File: src/rtl/flash_pgm_front.sv
module flash_pgm_front #(
  parameter int AW   = 19,
  parameter int CW   = 11,
  parameter int DW   = 8,
  parameter int SECW = 3
) (
  input  logic          clk,
  input  logic          rst_n,
  input  logic          mode_pgm,
  input  logic          tbl_n,
  input  logic          wp_n,
  input  logic [CW-1:0] addr,
  input  logic          rc_sel,
  input  logic          we_n,
  input  logic          oe_n,
  input  logic [DW-1:0] dq_in,
  output logic [DW-1:0] dq_out,
  output logic          dq_en,
  output logic          arr_req,
  output logic [1:0]    arr_op,
  output logic [AW-1:0] arr_addr,
  output logic [DW-1:0] arr_wdata,
  input  logic          arr_ack,
  input  logic [DW-1:0] arr_rdata,
  output logic          prot_hit
);
  localparam int RW = AW - CW;
  localparam logic [1:0] OP_RD = 2'b00, OP_PG = 2'b01, OP_ER = 2'b10;
  localparam logic [AW-1:0] A_HI = 19'h05555, A_LO = 19'h02AAA, ID_ADDR = 19'h7FFF2;
  localparam logic [DW-1:0] C_AA = 8'hAA, C_55 = 8'h55, C_A0 = 8'hA0, C_80 = 8'h80,
                            C_90 = 8'h90, C_F0 = 8'hF0, C_30 = 8'h30;

  typedef enum logic [2:0] {S_IDLE, S_U1, S_U2, S_PRG, S_E1, S_E2, S_E3} st_t;

  st_t           st;
  logic          pgm_lat, tbl_lat, wp_lat;
  logic          we_q, oe_q, ident;
  logic [RW-1:0] row_q;
  logic [CW-1:0] col_q;
  logic [DW-1:0] dat_q, rd_q;

  wire           port_free = ~arr_req;
  wire           we_rise   = pgm_lat & we_n & ~we_q & ~rc_sel;
  wire           oe_fall   = pgm_lat & ~oe_n & oe_q & we_n & we_q & ~rc_sel;
  wire [AW-1:0]  wa        = {row_q, col_q};
  wire [AW-1:0]  ra        = {row_q, addr};
  wire [SECW-1:0] wsec     = wa[AW-1 -: SECW];
  wire           locked    = (&wsec) ? ~tbl_lat : ~wp_lat;
  wire [DW-1:0]  id_byte   = {{(DW-4){1'b0}}, ~wp_lat, ~tbl_lat, 2'b00};

  assign dq_en  = rst_n & pgm_lat & ~oe_n;
  assign dq_out = dq_en ? rd_q : '0;

  always_ff @(posedge clk) begin
    if (!rst_n) begin
      pgm_lat   <= mode_pgm;
      tbl_lat   <= tbl_n;
      wp_lat    <= wp_n;
      we_q      <= 1'b1;
      oe_q      <= 1'b1;
      row_q     <= '0;
      col_q     <= '0;
      dat_q     <= '0;
      rd_q      <= '0;
      st        <= S_IDLE;
      ident     <= 1'b0;
      arr_req   <= 1'b0;
      arr_op    <= OP_RD;
      arr_addr  <= '0;
      arr_wdata <= '0;
      prot_hit  <= 1'b0;
    end else begin
      we_q <= we_n;
      oe_q <= oe_n;
      if (pgm_lat) begin
        if (rc_sel && (!we_n || !oe_n)) row_q <= addr[RW-1:0];
        if (!rc_sel && !we_n) begin
          col_q <= addr;
          dat_q <= dq_in;
        end
      end

      if (arr_req && arr_ack) begin
        arr_req <= 1'b0;
        if (arr_op == OP_RD) rd_q <= arr_rdata;
      end

      if (oe_fall && port_free) begin
        if (ident) rd_q <= (ra == ID_ADDR) ? id_byte : '0;
        else begin
          arr_req  <= 1'b1;
          arr_op   <= OP_RD;
          arr_addr <= ra;
        end
      end

      if (we_rise && port_free) begin
        if (dat_q == C_F0 && st != S_PRG) begin
          ident <= 1'b0;
          st    <= S_IDLE;
        end else begin
          st <= S_IDLE;
          case (st)
            S_IDLE: if (dat_q == C_AA && wa == A_HI) st <= S_U1;
            S_U1:   if (dat_q == C_55 && wa == A_LO) st <= S_U2;
            S_U2: if (wa == A_HI) begin
              if (dat_q == C_90) ident <= 1'b1;
              if (dat_q == C_A0) st <= S_PRG;
              if (dat_q == C_80) st <= S_E1;
            end
            S_PRG: begin
              if (locked) prot_hit <= 1'b1;
              else begin
                arr_req   <= 1'b1;
                arr_op    <= OP_PG;
                arr_addr  <= wa;
                arr_wdata <= dat_q;
              end
            end
            S_E1: if (dat_q == C_AA && wa == A_HI) st <= S_E2;
            S_E2: if (dat_q == C_55 && wa == A_LO) st <= S_E3;
            S_E3: if (dat_q == C_30) begin
              if (locked) prot_hit <= 1'b1;
              else begin
                arr_req  <= 1'b1;
                arr_op   <= OP_ER;
                arr_addr <= wa;
              end
            end
            default: st <= S_IDLE;
          endcase
        end
      end
    end
  end
endmodule

File: config.mk
export PLATFORM = sky130hd
export DESIGN_NAME = flash_pgm_front
export DESIGN_NICKNAME = d
export VERILOG_FILES = /design/src/rtl/flash_pgm_front.sv
export SDC_FILE = /design/constraint.sdc
export NUM_CORES = 1
export LEC_CHECK = 0
export ABC_AREA = 1
export BUFFER_PORTS_ARGS = -buffer_cell sky130_fd_sc_hd__buf_2
export CORE_MARGIN = 1
export CORE_UTILIZATION = 40
export DETAILED_ROUTE_END_ITERATION = 7
export GPL_TIMING_DRIVEN = 0
export SLEW_MARGIN = 0
export SYNTH_ARGS = -nofsm -noshare
export SYNTH_HDL_FRONTEND = slang
export SYNTH_SLANG_ARGS = --single-unit
File: constraint.sdc
create_clock -name clk -period 2.4 [get_ports clk]
set_input_delay 0.48 -clock clk [delete_from_list [all_inputs] [get_ports clk]]
set_output_delay 0.48 -clock clk [all_outputs]
set_load 0.01 [all_outputs]
# --- Word-level counts from Yosys, hierarchy flattened ---
# Cells that the tools add are included.
word_totals:
  inputBits: 36
  reg_bits: 75
  elab_cells: 122
classes:
  muxes: 46
  n_reduce_logical: 24
  n_eq_ne: 18
  bitwise_logic: 18
ops:
  columns: ["cell", "n"]
  rows:
  - ["two-way mux 19 bit", 6]
  - ["== test 8 bit, second input constant", 5]
  - ["two-way mux 8 bit", 5]
  - ["one-hot mux 19 bit (2 select lines)", 1]
  - ["== test 19 x 14 -> 1 bit, second input constant", 1]
  - ["== test 19 x 15 -> 1 bit, second input constant", 1]
  - ["== test 19 bit, second input constant", 1]
  - ["two-way mux 2 bit", 9]
  - ["two-way mux 1 bit", 15]
  - ["two-way mux 3 bit", 5]
  - ["one-hot mux 3 bit (5 select lines)", 1]
  - ["AND reduction 4 bit", 3]
  - ["AND 1 bit", 10]
  - ["== test 3 bit, second input constant", 3]
  - ["== test 8 x 6 -> 1 bit, second input constant", 1]
  - ["== test 8 x 7 -> 1 bit, second input constant", 1]
  - ["logical AND 1 bit", 8]
  - ["inverter 1 bit", 8]
  - ["nonzero test 2 bit", 4]
  - ["== test 3 x 2 -> 1 bit, second input constant", 2]
  - ["two-way mux 4 bit", 1]
  - ["one-hot mux 1 bit (2 select lines)", 2]
  - ["one-hot mux 2 bit (2 select lines)", 1]
  - ["AND reduction 2 bit", 2]
  - ["other kinds (8)", 10]

# --- Longest topological paths before layout ---
logic_depth:
  word_depth: 13
  ltp_mapped: 12
  depth_no_buf: 11

# --- Least setup slack after synthesis ---
# Ideal clock, no wire load.
synth_path:
  path_type: "input to output"
  startpoint: "input oe_n"
  endpoint: "output dq_out[0]"
  setup_slack_ns: 0.781
  path_buffers: 0
  cell_stages: 5
  arrival_ns: 1.139
  t_required_ns: 1.920
  path_cell_list: "inv_1 -> nand2_1 -> nor2_1 -> inv_1 -> nor2_1"
synth_between:
  elab_chain_cells: 3
synth_lines:
  columns: ["item", "line_no", "text"]
  rows:
  - ["from (decl)", "15", "input logic oe_n,"]
  - ["inverter 1 bit", "51", "assign dq_en = rst_n & pgm_lat & ~oe_n;"]
  - ["AND 1 bit", "51", null]
  - ["net dq_en", "18", "output logic dq_en,"]
  - ["two-way mux 8 bit", "52", "assign dq_out = dq_en ? rd_q : '0;"]
  - ["to (decl)", "17", "output logic [DW-1:0] dq_out,"]
# The timed path passes the listed nets, and every way through them passes these cells.

# --- Worst setup path after layout ---
layout_path:
  startpoint: "register pgm_lat"
  endpoint: "output dq_out[0]"
layout_between:
  elab_chain_cells: 3
layout_lines:
  columns: ["item", "line_no", "text"]
  rows:
  - ["from (decl)", "36", "logic pgm_lat, tbl_lat, wp_lat;"]
  - ["from (signal assigned)", "56", "pgm_lat <= mode_pgm;"]
  - ["AND 1 bit (2 in a row)", "51", null]
  - ["two-way mux 8 bit", "52", null]
# No other way between the ends.

==> metrics.md <==
| Metric | Value |
|---|---|
| Min-delay src | mode_pgm |
| Top-count cell post-synth | nor2_1 |
| Detailed Place HPWL | 8081 µm |
| Post-CTS setup buffer count | 0 |
| Flop pwr share | 0.493 |
| Setup violations, final | 0 |
| Via/cell ratio | 5.066 |
| Setup crit end kind | primary output |
| Vias in the first global route | 3631 |
| RSZ-0062 raised after global routing | false |
| First-pass GRT wire length | 17750 µm |
| Die Ht | 98.63 µm |
| Routed Wire Length | 10680 µm |
| Primary FF master, synth | dfxtp_1 |
| Syn Area/Cell | 6.742 µm² |
| Sequential cell area fraction in the yosys report | 0.4101 |
| Place WS | 0.3676 ns |
| Drt drc | 0 |
| TritonCTS Sinks | 75 |
| Post-synth EDFFs | 3 |
| Synth warn | 0 |
| Top cells by area, synth | dfxtp_1, nor2_1, nand2_1, o21ai_0, inv_1 |
| Worst Path Required | 1.92 ns |
| Leakage | 2.056 nW |
| Worst Setup SP | pgm_lat |
| Critical Path Start Type | flip-flop |
| Relative slew slack | 0.5739 |
| Rows | 34 |
| Post-synth cell types | 35 |
| Post-Route Skew | 0.01153 ns |
| Tightest Pin Transition | 0.6392 ns |
| Initial Utilization | 0.4201 |
| Worst Path Arrival | 1.42 ns |
| Max-slew violations | 0 |
| Synth area leader | dfxtp_1 |
| Status | finished, final reports clean |
| Footprint of the multi-input gates | 0.001849 mm² |
| Peak VDD IR | 293.7 µV |
| # hold bufs at CTS | 0 |
| Area added between synthesis and finish | 19.70% |
| Drt first pass iters | 5 |
| Clock buffer count from CTS | 9 |
| Fmax | 0.5261 GHz |
| Synth top area share | 0.3859 |
| Max-Cap Viols | 0 |
| Post-Synthesis Cells | 554 |
| Final hold violation count | 0 |
| Number of diodes | 0 |
| CTS tree | built |
| Min Tclk post-route | 1.901 ns |
| Cts repair resizes | 0 |
| Internal | 1.994 mW |
| Syn Std Cell Area | 0.003735 mm² |
| GR Overflow Total | 0 |
| Io pins | 76 |
| Syn_nets | 590 |
| Crit share post-route | 0.7920 |
| Register area | 0.001531 mm² |
| Pwr Density | 605.6 mW/mm² |
| Final Wtd Congestion | 0.8688 |
| Fill cells | 949 |
| Final Net Count | 676 |
| Critical path fanouts, max | 8 |
| Via count | 3815 |
| Setup TNS | 0 ns |
| Worst hold-check path type | in2reg |
| Worst flop-to-flop path startpoint | dat_q[1] |
| Overall die area | 0.009728 mm² |
| P_sw | 713.8 µW |
| Largest net degree at the start of global routing | 14 |
| Clock power share | 0.414 |
| CP Class | reg2out |
| Worst skew pair latency | 0.36 ns |
| Clk buf depth | 2 |
| Top post-synthesis cells by count | nor2_1, nand2_1, dfxtp_1, inv_1, o21ai_0 |
| Wirelength per Cell | 14.19 µm |
| Fraction of layout instances using a drive strength above 1 | 0.1783 |
| Worst setup margin | 0.4993 ns |
| Root buffer cell | clkbuf_8 |
| Placeable Area | 0.008891 mm² |
| Die W | 98.63 µm |
| Antenna Violating Nets Remaining | 0 |
| I/O Buffers | 75 |
| Synth Register Bits | 75 |
| Clock transition at the registers of the reported paths | 0.08 ns |
| Total global-route track usage | 0.2339 |
| Async set or reset register ratio after synthesis | 0 |
| Detailed router's first-iteration violation count | 212 |
| H-tree Lvls | 3 |
| Comb pwr share | 0.093 |
| Initial antenna violation count | 0 |
| Sw Share | 0.2636 |
## path summary, 6_finish.rpt
check,slack [ns],end,cells past startpoint
min reg2reg,0.47,rd_q[6],2
min,0.30,pgm_lat,1
max reg2reg,0.56,arr_addr[12],9
max,0.50,dq_out[0],5
## power groups by stage
stage / Clock, mW / Combinational [mW] / Sequential, mW
2_1_floorplan: 0 / 0.152 / 1.36
3_3_place_gp: 0 / 0.248 / 1.36
3_5_place_dp: 0 / 0.251 / 1.36
4_1_cts: 1.14 / 0.253 / 1.33
5_1_grt: 1.19 / 0.285 / 1.34
6_report: 1.12 / 0.252 / 1.34
## stage by stage
| stage | utilization | cells | total power, mW | hold slack [ns] | area (µm²) |
|---|---|---|---|---|---|
| 2_1_floorplan | - | 554 | 1.507 | 0.4371 | 3735 |
| 3_3_place_gp | 0.4775 | 737 | 1.611 | 0.4484 | 4245 |
| 3_5_place_dp | 0.4775 | 737 | 1.615 | 0.4544 | 4245 |
| 4_1_cts | 0.5028 | 753 | 2.726 | 0.2921 | 4471 |
| 5_1_grt | 0.5028 | 753 | 2.814 | 0.2880 | 4471 |
| 6_report | 0.5028 | 753 | 2.707 | 0.3018 | 4471 |
## placed cells by master (no fill, tap or decap), drive strengths merged, types with 2 or more instances in the layout
cell,netlist,routed
nand2,97,97
inv,66,67
clkinv,2,4
nor2,122,122
a21oi,43,43
dfxtp,72,72
nand3,26,26
edfxtp,3,3
nand3b,2,2
clkbuf,10,20
bufinv,0,2
mux2i,3,3
nand4,22,22
buf,8,83
nor3,6,6
o21ai,63,63
nor4,3,3
## per-layer routing
layer | up-vias | share of wire | wire (µm) | track usage
met5 | - | 0 | 0 | 0
met4 | 0 | 0.015 | 155 | 0.07003
met3 | 15 | 0.049 | 527 | 0.04610
met2 | 116 | 0.46 | 4910 | 0.3954
met1 | 1713 | 0.48 | 5089 | 0.3023
li1 | 1971 | - | - | -
## critical path: stages, from the launching register on
cell	delay [ns]
edfxtp_1	0.43
inv_1	0.06
nor2_1	0.18
inv_1	0.16
nor2_1	0.11
buf_2	0.13
## registers in the layout (all words and copies together) (netlist names)
| register | flops |
|---|---|
| arr_addr | 19 |
| arr_op | 2 |
| arr_req | 1 |
| arr_wdata | 8 |
| col_q | 11 |
| dat_q | 8 |
| ident | 1 |
| oe_q | 1 |
| pgm_lat | 1 |
| prot_hit | 1 |
| rd_q | 8 |
| row_q | 8 |
| st | 3 |
| tbl_lat | 1 |
| we_q | 1 |
| wp_lat | 1 |
## kinds of logic after synthesis
| group | Yosys count | share of synthesized area |
|---|---|---|
| buffers and inverters | 86 | 0.09481 |
| and+or+nand+nor | 280 | 0.3310 |
| muxes | 3 | 0.008041 |
| AOI/OAI and AO/OA | 110 | 0.1561 |
| DFF | 75 | 0.4101 |
## cell type report
type                       instances  area share
buffer                            18     0.02211
sequential                        75      0.3426
multi-input combinational        393      0.4137
timing repair buffer              75     0.08396
clock buffer                      10     0.03079
inverter                          68     0.05709
clock inverter                     6     0.01959
tap                              108     0.03023
(Power assumes the default switching activity.)
